`src/rtl/dacq_pkg.sv`:
```
package dacq_pkg;
  localparam int DACQ_CODE_W = 14;
  localparam int DACQ_N_CH   = 4;
  localparam int DACQ_LO_W   = 8;
  localparam int DACQ_SYNC_STAGES = 2;
endpackage

```
`src/rtl/dacq_sync.sv`:
```
module dacq_sync #(
  parameter int W = 1,
  parameter int STAGES = 2,
  parameter logic [W-1:0] RST_VAL = '0
) (
  input  logic         clk,
  input  logic         rst_n,
  input  logic [W-1:0] d,
  output logic [W-1:0] q
);
  logic [W-1:0] stg [STAGES];

  always_ff @(posedge clk) begin
    if (!rst_n) begin
      for (int i = 0; i < STAGES; i++) stg[i] <= RST_VAL;
    end else begin
      stg[0] <= d;
      for (int i = 1; i < STAGES; i++) stg[i] <= stg[i-1];
    end
  end

  assign q = stg[STAGES-1];
endmodule

```
`src/rtl/dacq_bus_decode.sv`:
```
module dacq_bus_decode #(
  parameter int N_CH = 4,
  localparam int AW = $clog2(N_CH)
) (
  input  logic            clk,
  input  logic            rst_n,
  input  logic            sel_n,
  input  logic            wr_n,
  input  logic [AW:0]     addr,
  output logic            commit,
  output logic [N_CH-1:0] ch_en
);
  logic act, act_q;

  assign act = ~sel_n & ~wr_n;

  always_ff @(posedge clk) begin
    if (!rst_n) act_q <= 1'b0;
    else        act_q <= act;
  end

  assign commit = act_q & ~act;

  for (genvar c = 0; c < N_CH; c++) begin : g_en
    assign ch_en[c] = commit & (addr[AW] | (addr[AW-1:0] == AW'(c)));
  end

  AST_SINGLE_CH_WRITE: assert property (@(posedge clk) disable iff (!rst_n)
    (commit && !addr[AW]) |-> $onehot(ch_en));
  AST_BROADCAST_ALL: assert property (@(posedge clk) disable iff (!rst_n)
    (commit && addr[AW]) |-> (&ch_en));
endmodule

```
`src/rtl/dacq_out_ctl.sv`:
```
module dacq_out_ctl #(
  parameter int N_CH = 4
) (
  input  logic            clk,
  input  logic            rst_n,
  input  logic            load_n,
  input  logic            clr_n,
  output logic            xfer_all,
  output logic            imm_load,
  output logic [N_CH-1:0] gnd_sel
);
  logic load_q;

  always_ff @(posedge clk) begin
    if (!rst_n) load_q <= 1'b1;
    else        load_q <= load_n;
  end

  assign xfer_all = clr_n & load_q & ~load_n;
  assign imm_load = clr_n & ~load_n;

  always_ff @(posedge clk) begin
    if (!rst_n)        gnd_sel <= '1;
    else if (!clr_n)   gnd_sel <= '1;
    else if (xfer_all) gnd_sel <= '0;
  end

  AST_CLEAR_FORCES_GND: assert property (@(posedge clk) disable iff (!rst_n)
    !clr_n |=> (&gnd_sel));
  AST_GND_HOLD: assert property (@(posedge clk) disable iff (!rst_n)
    ((&gnd_sel) && !xfer_all) |=> (&gnd_sel));
  AST_NO_LOAD_IN_CLEAR: assert property (@(posedge clk) disable iff (!rst_n)
    !clr_n |-> !(xfer_all || imm_load));
endmodule

```
`src/rtl/dacq_chan.sv`:
```
module dacq_chan #(
  parameter int W = 14,
  parameter int LO_W = 8,
  localparam int HI_W = W - LO_W
) (
  input  logic         clk,
  input  logic         rst_n,
  input  logic         wr_en,
  input  logic         byte_hi,
  input  logic [W-1:0] data,
  input  logic         imm_load,
  input  logic         xfer_all,
  output logic [W-1:0] latch
);
  logic [W-1:0] in_reg, new_val;

  assign new_val = byte_hi ? data : {data[HI_W-1:0], in_reg[LO_W-1:0]};

  always_ff @(posedge clk) begin
    if (!rst_n) begin
      in_reg <= '0;
      latch  <= '0;
    end else begin
      if (wr_en) in_reg <= new_val;
      if (wr_en && (imm_load || xfer_all)) latch <= new_val;
      else if (xfer_all)                   latch <= in_reg;
    end
  end

  AST_LATCH_HOLD: assert property (@(posedge clk) disable iff (!rst_n)
    (!xfer_all && !(wr_en && imm_load)) |=> $stable(latch));
  AST_XFER_COPY: assert property (@(posedge clk) disable iff (!rst_n)
    (xfer_all && !wr_en) |=> (latch == $past(in_reg)));
  AST_IMM_UPDATE: assert property (@(posedge clk) disable iff (!rst_n)
    (wr_en && imm_load) |=> (latch == in_reg));
endmodule

```
`src/rtl/dacq_load_ctrl.sv`:
```
module dacq_load_ctrl
  import dacq_pkg::*;
#(
  parameter int CODE_W = DACQ_CODE_W,
  parameter int N_CH = DACQ_N_CH,
  parameter int LO_W = DACQ_LO_W,
  parameter int SYNC_STAGES = DACQ_SYNC_STAGES,
  localparam int AW = $clog2(N_CH),
  localparam int SW = 5 + AW + 1 + CODE_W
) (
  input  logic                   clk,
  input  logic                   rst_n,
  input  logic                   sel_n,
  input  logic                   wr_n,
  input  logic                   byte_hi,
  input  logic [AW:0]            bus_addr,
  input  logic [CODE_W-1:0]      bus_data,
  input  logic                   load_n,
  input  logic                   clear_n,
  output logic [N_CH*CODE_W-1:0] dac_code,
  output logic [N_CH-1:0]        gnd_sel
);
  localparam logic [SW-1:0] SYNC_RST = {5'b11111, {(AW+1+CODE_W){1'b0}}};

  logic [SW-1:0]     raw, syn;
  logic              s_sel_n, s_wr_n, s_load_n, s_clr_n, s_byte_hi;
  logic [AW:0]       s_addr;
  logic [CODE_W-1:0] s_data;
  logic              commit, xfer_all, imm_load;
  logic [N_CH-1:0]   ch_en;

  assign raw = {sel_n, wr_n, load_n, clear_n, byte_hi, bus_addr, bus_data};

  dacq_sync #(.W(SW), .STAGES(SYNC_STAGES), .RST_VAL(SYNC_RST)) u_sync (
    .clk(clk), .rst_n(rst_n), .d(raw), .q(syn));

  assign {s_sel_n, s_wr_n, s_load_n, s_clr_n, s_byte_hi, s_addr, s_data} = syn;

  dacq_bus_decode #(.N_CH(N_CH)) u_dec (
    .clk(clk), .rst_n(rst_n), .sel_n(s_sel_n), .wr_n(s_wr_n), .addr(s_addr),
    .commit(commit), .ch_en(ch_en));

  dacq_out_ctl #(.N_CH(N_CH)) u_ctl (
    .clk(clk), .rst_n(rst_n), .load_n(s_load_n), .clr_n(s_clr_n),
    .xfer_all(xfer_all), .imm_load(imm_load), .gnd_sel(gnd_sel));

  for (genvar c = 0; c < N_CH; c++) begin : g_ch
    dacq_chan #(.W(CODE_W), .LO_W(LO_W)) u_ch (
      .clk(clk), .rst_n(rst_n), .wr_en(ch_en[c]), .byte_hi(s_byte_hi),
      .data(s_data), .imm_load(imm_load), .xfer_all(xfer_all),
      .latch(dac_code[c*CODE_W +: CODE_W]));
  end

  AST_CLEAR_FREEZES_LATCH: assert property (@(posedge clk) disable iff (!rst_n)
    !s_clr_n |=> $stable(dac_code));
  AST_GND_RELEASE_ON_EDGE: assert property (@(posedge clk) disable iff (!rst_n)
    $fell(gnd_sel[0]) |-> $past(s_clr_n && !s_load_n));
endmodule

```
`config.mk`:
```
export PLATFORM = sky130hd
export DESIGN_NAME = dacq_load_ctrl
export DESIGN_NICKNAME = d
export VERILOG_FILES = /design/src/rtl/dacq_pkg.sv /design/src/rtl/dacq_sync.sv /design/src/rtl/dacq_bus_decode.sv /design/src/rtl/dacq_out_ctl.sv /design/src/rtl/dacq_chan.sv /design/src/rtl/dacq_load_ctrl.sv
export SDC_FILE = /design/constraint.sdc
export NUM_CORES = 1
export LEC_CHECK = 0
export CAP_MARGIN = 30
export CORE_ASPECT_RATIO = 0.75
export CORE_UTILIZATION = 50
export CTS_CLUSTER_SIZE = 40
export DETAILED_ROUTE_END_ITERATION = 7
export DONT_BUFFER_PORTS = 1
export GPL_ROUTABILITY_DRIVEN = 0
export PLACE_DENSITY = 0.69
export SYNTH_ARGS = -nofsm -noshare
export SYNTH_HDL_FRONTEND = slang
export SYNTH_HIERARCHICAL = 1
export SYNTH_SLANG_ARGS = --single-unit
```
`constraint.sdc`:
```
create_clock -name clk -period 2.1 [get_ports clk]
set_input_delay 0.63 -clock clk [delete_from_list [all_inputs] [get_ports clk]]
set_output_delay 0.63 -clock clk [all_outputs]
set_load 0.02 [all_outputs]
```
==> flow_summary_export.csv <==
group,metric,value,unit
power_and_ir_drop,p_per_area,909.6,nW/µm²
routing,wl_per_cell,18.39,µm
run_status,outcome,"finished clean",
routing,initialDrtViolationCount,347,
floorplan,dieArea,13250,µm²
timing,rsz0062_at_grt,"no",
place,numPortBuffers,0,
timing,fin_skew,0.007464,ns
place,dpl.hpwl,9459,µm
power_and_ir_drop,ir_drop,0.0005646,V
floorplan,rows,35,
clocking,clk_pin_slew,0.07,ns
floorplan,die_h,99.93,µm
timing,slew_headroom,0.4834,
floorplan,boundaryPins,84,
global_routing,use_met3,0.05960,
power_and_ir_drop,p_leak,2.423,nW
global_routing,antenna_found_initial,0,
power_and_ir_drop,total_power,6.326,mW
clocking,cts_buffers,17,
power_and_ir_drop,cell_internal_pwr,4.810,mW
yosys,syn_nets,685,
power_and_ir_drop,netSwitchingPower,1.515,mW
worst_setup_path,crit_fanout,24,
clocking,cts_root_buffer,"clkbuf_16",
timing,hold_violations,0,
global_routing,gr-usage-met2,0.3688,
final_layout,insertedDiodeCount,0,
clocking,cts_setup_buffers,0,
worst_setup_path,cp_data_required_time,2.40,ns
clocking,clk_latency,0.42,ns
routing,vias,4843,
clocking,cts_resized,0,
clocking,ctsHoldBuffers,0,
global_routing,overflow,0,
timing,finalSetupViolCount,0,
timing,slew_viol_final,0,
floorplan,die_width,132.6,µm
routing,totalWireLength,14990,µm
routing,drc,0,
worst_setup_path,cp-start-kind,"flop",
timing,setup_tns,0,ns
yosys,synth_area_per_cell,9.673,µm²
clocking,cts_tree,"done",
clocking,clockBufferDepth,2,
timing,max_freq,545.8,MHz
clocking,h-tree-depth,4,
job,drv_cap,0,
clocking,cts_sinks,159,
global_routing,first_global_vias,4606,
yosys,ys_warn_count,6,
power_and_ir_drop,p_sw_frac,0.2395,
timing,tightest_slew,0.7738,ns
yosys,syn-cell-area,6394,µm²
yosys,synth_cells,661,
global_routing,grt_usage,0.2333,
hold_path,hp-class,"primary input to flop",
final_layout,area_delta_synth_final,8.767,%
global_routing,grt_max_degree,92,
routing,first_pass_iters,5,
power_and_ir_drop,power_frac_seq,0.493,
power_and_ir_drop,combPwrFrac,0.036,
power_and_ir_drop,power.clock.fraction,0.471,
global_routing,busiest_layer,"met2",
timing,period_share,0.8725,
floorplan,initial_core_util,0.5159,
timing,fin_crit,1.832,ns
floorplan,core,12390,µm²
routing,viasPerCell,5.942,
worst_setup_path,cp-end-kind,"flop",
global_routing,grt_first_pass_wirelength,24090,µm
final_layout,drive_gt1_frac,0.1048,
final_layout,nNetsFinal,660,
routing,ant_nets,0,
worst_setup_path,arrival,2.13,ns
worst_setup_path,crit_type,"flop to flop",
global_routing,grt_use_met1,0.3081,
-- placed cells by master, fill, tap and decap left out, types with 5 or more instances in the layout --
master / count
nand2b_1: 12
o211ai_1: 36
dfxtp_1: 158
inv_1: 5
o2bb2ai_1: 32
and2_1: 35
nor2_1: 52
mux2i_1: 24
clkinv_4: 6
nand2_1: 41
a21oi_1: 65
nand3b_1: 32
nand3_1: 32
clkbuf_16: 18
a221o_1: 24
a211oi_1: 24
buf_4: 23
-- power by group through the flow --
stage	Combinational [mW]	Sequential (mW)	Clock, mW
after floorplan	0.246	3.14	0
after global placement	0.221	3.18	0
after detailed placement	0.227	3.18	0
after CTS	0.227	3.12	3.03
after global routing	0.249	3.12	3.15
final	0.229	3.12	2.98
-- layer usage --
metal	share of wire	vias up
met5	0	-
met4	0.012	0
met3	0.072	18
met2	0.45	173
met1	0.46	2313
li1	-	2339
-- worst paths after layout --
check                     endpoint  depth (start not counted)  slack (ns)         startpoint
max          g_ch[0].u_ch/latch[9]                          6        0.27  u_sync/stg[0][40]
min              u_sync/stg[0][20]                          1        0.29              rst_n
max reg2reg  g_ch[0].u_ch/latch[9]                          6        0.27  u_sync/stg[0][40]
min reg2reg      u_sync/stg[0][42]                          1        0.41  u_sync/stg[0][20]
-- per-stage QoR --
| stage | instances | util | hold WS [ns] | instance area [µm²] | setup WS, ns |
|---|---|---|---|---|---|
| after detailed placement | 783 | 0.5142 | 0.3939 | 6372 | 0.2939 |
| after global placement | 783 | 0.5142 | 0.3930 | 6372 | 0.3431 |
| after global routing | 815 | 0.5611 | 0.2670 | 6954 | 0.1496 |
| after floorplan | 661 | - | 0.3846 | 6394 | 0.1437 |
| final | 815 | 0.5611 | 0.2873 | 6954 | 0.2678 |
| after CTS | 815 | 0.5611 | 0.2706 | 6954 | 0.2906 |
-- critical path, stage by stage (launching register included) --
cell and delay, ns:
dfxtp_1 0.31, nor2b_2 0.14, and2_1 0.25, buf_12 0.21, o211ai_1 0.42, nor2_1 0.09, a221o_1 0.30
-- cell type report --
| cell class | count | area (µm²) |
|---|---|---|
| well taps | 166 | 207.7 |
| clock inverters | 13 | 117.6 |
| repair buffers | 25 | 212.7 |
| flip-flops and latches | 159 | 3187 |
| multi-input cells | 428 | 2746 |
| clock buffers | 19 | 464.2 |
| fillers | 1073 | 5439 |
| inverters | 5 | 18.77 |
(Power assumes the default switching activity.)
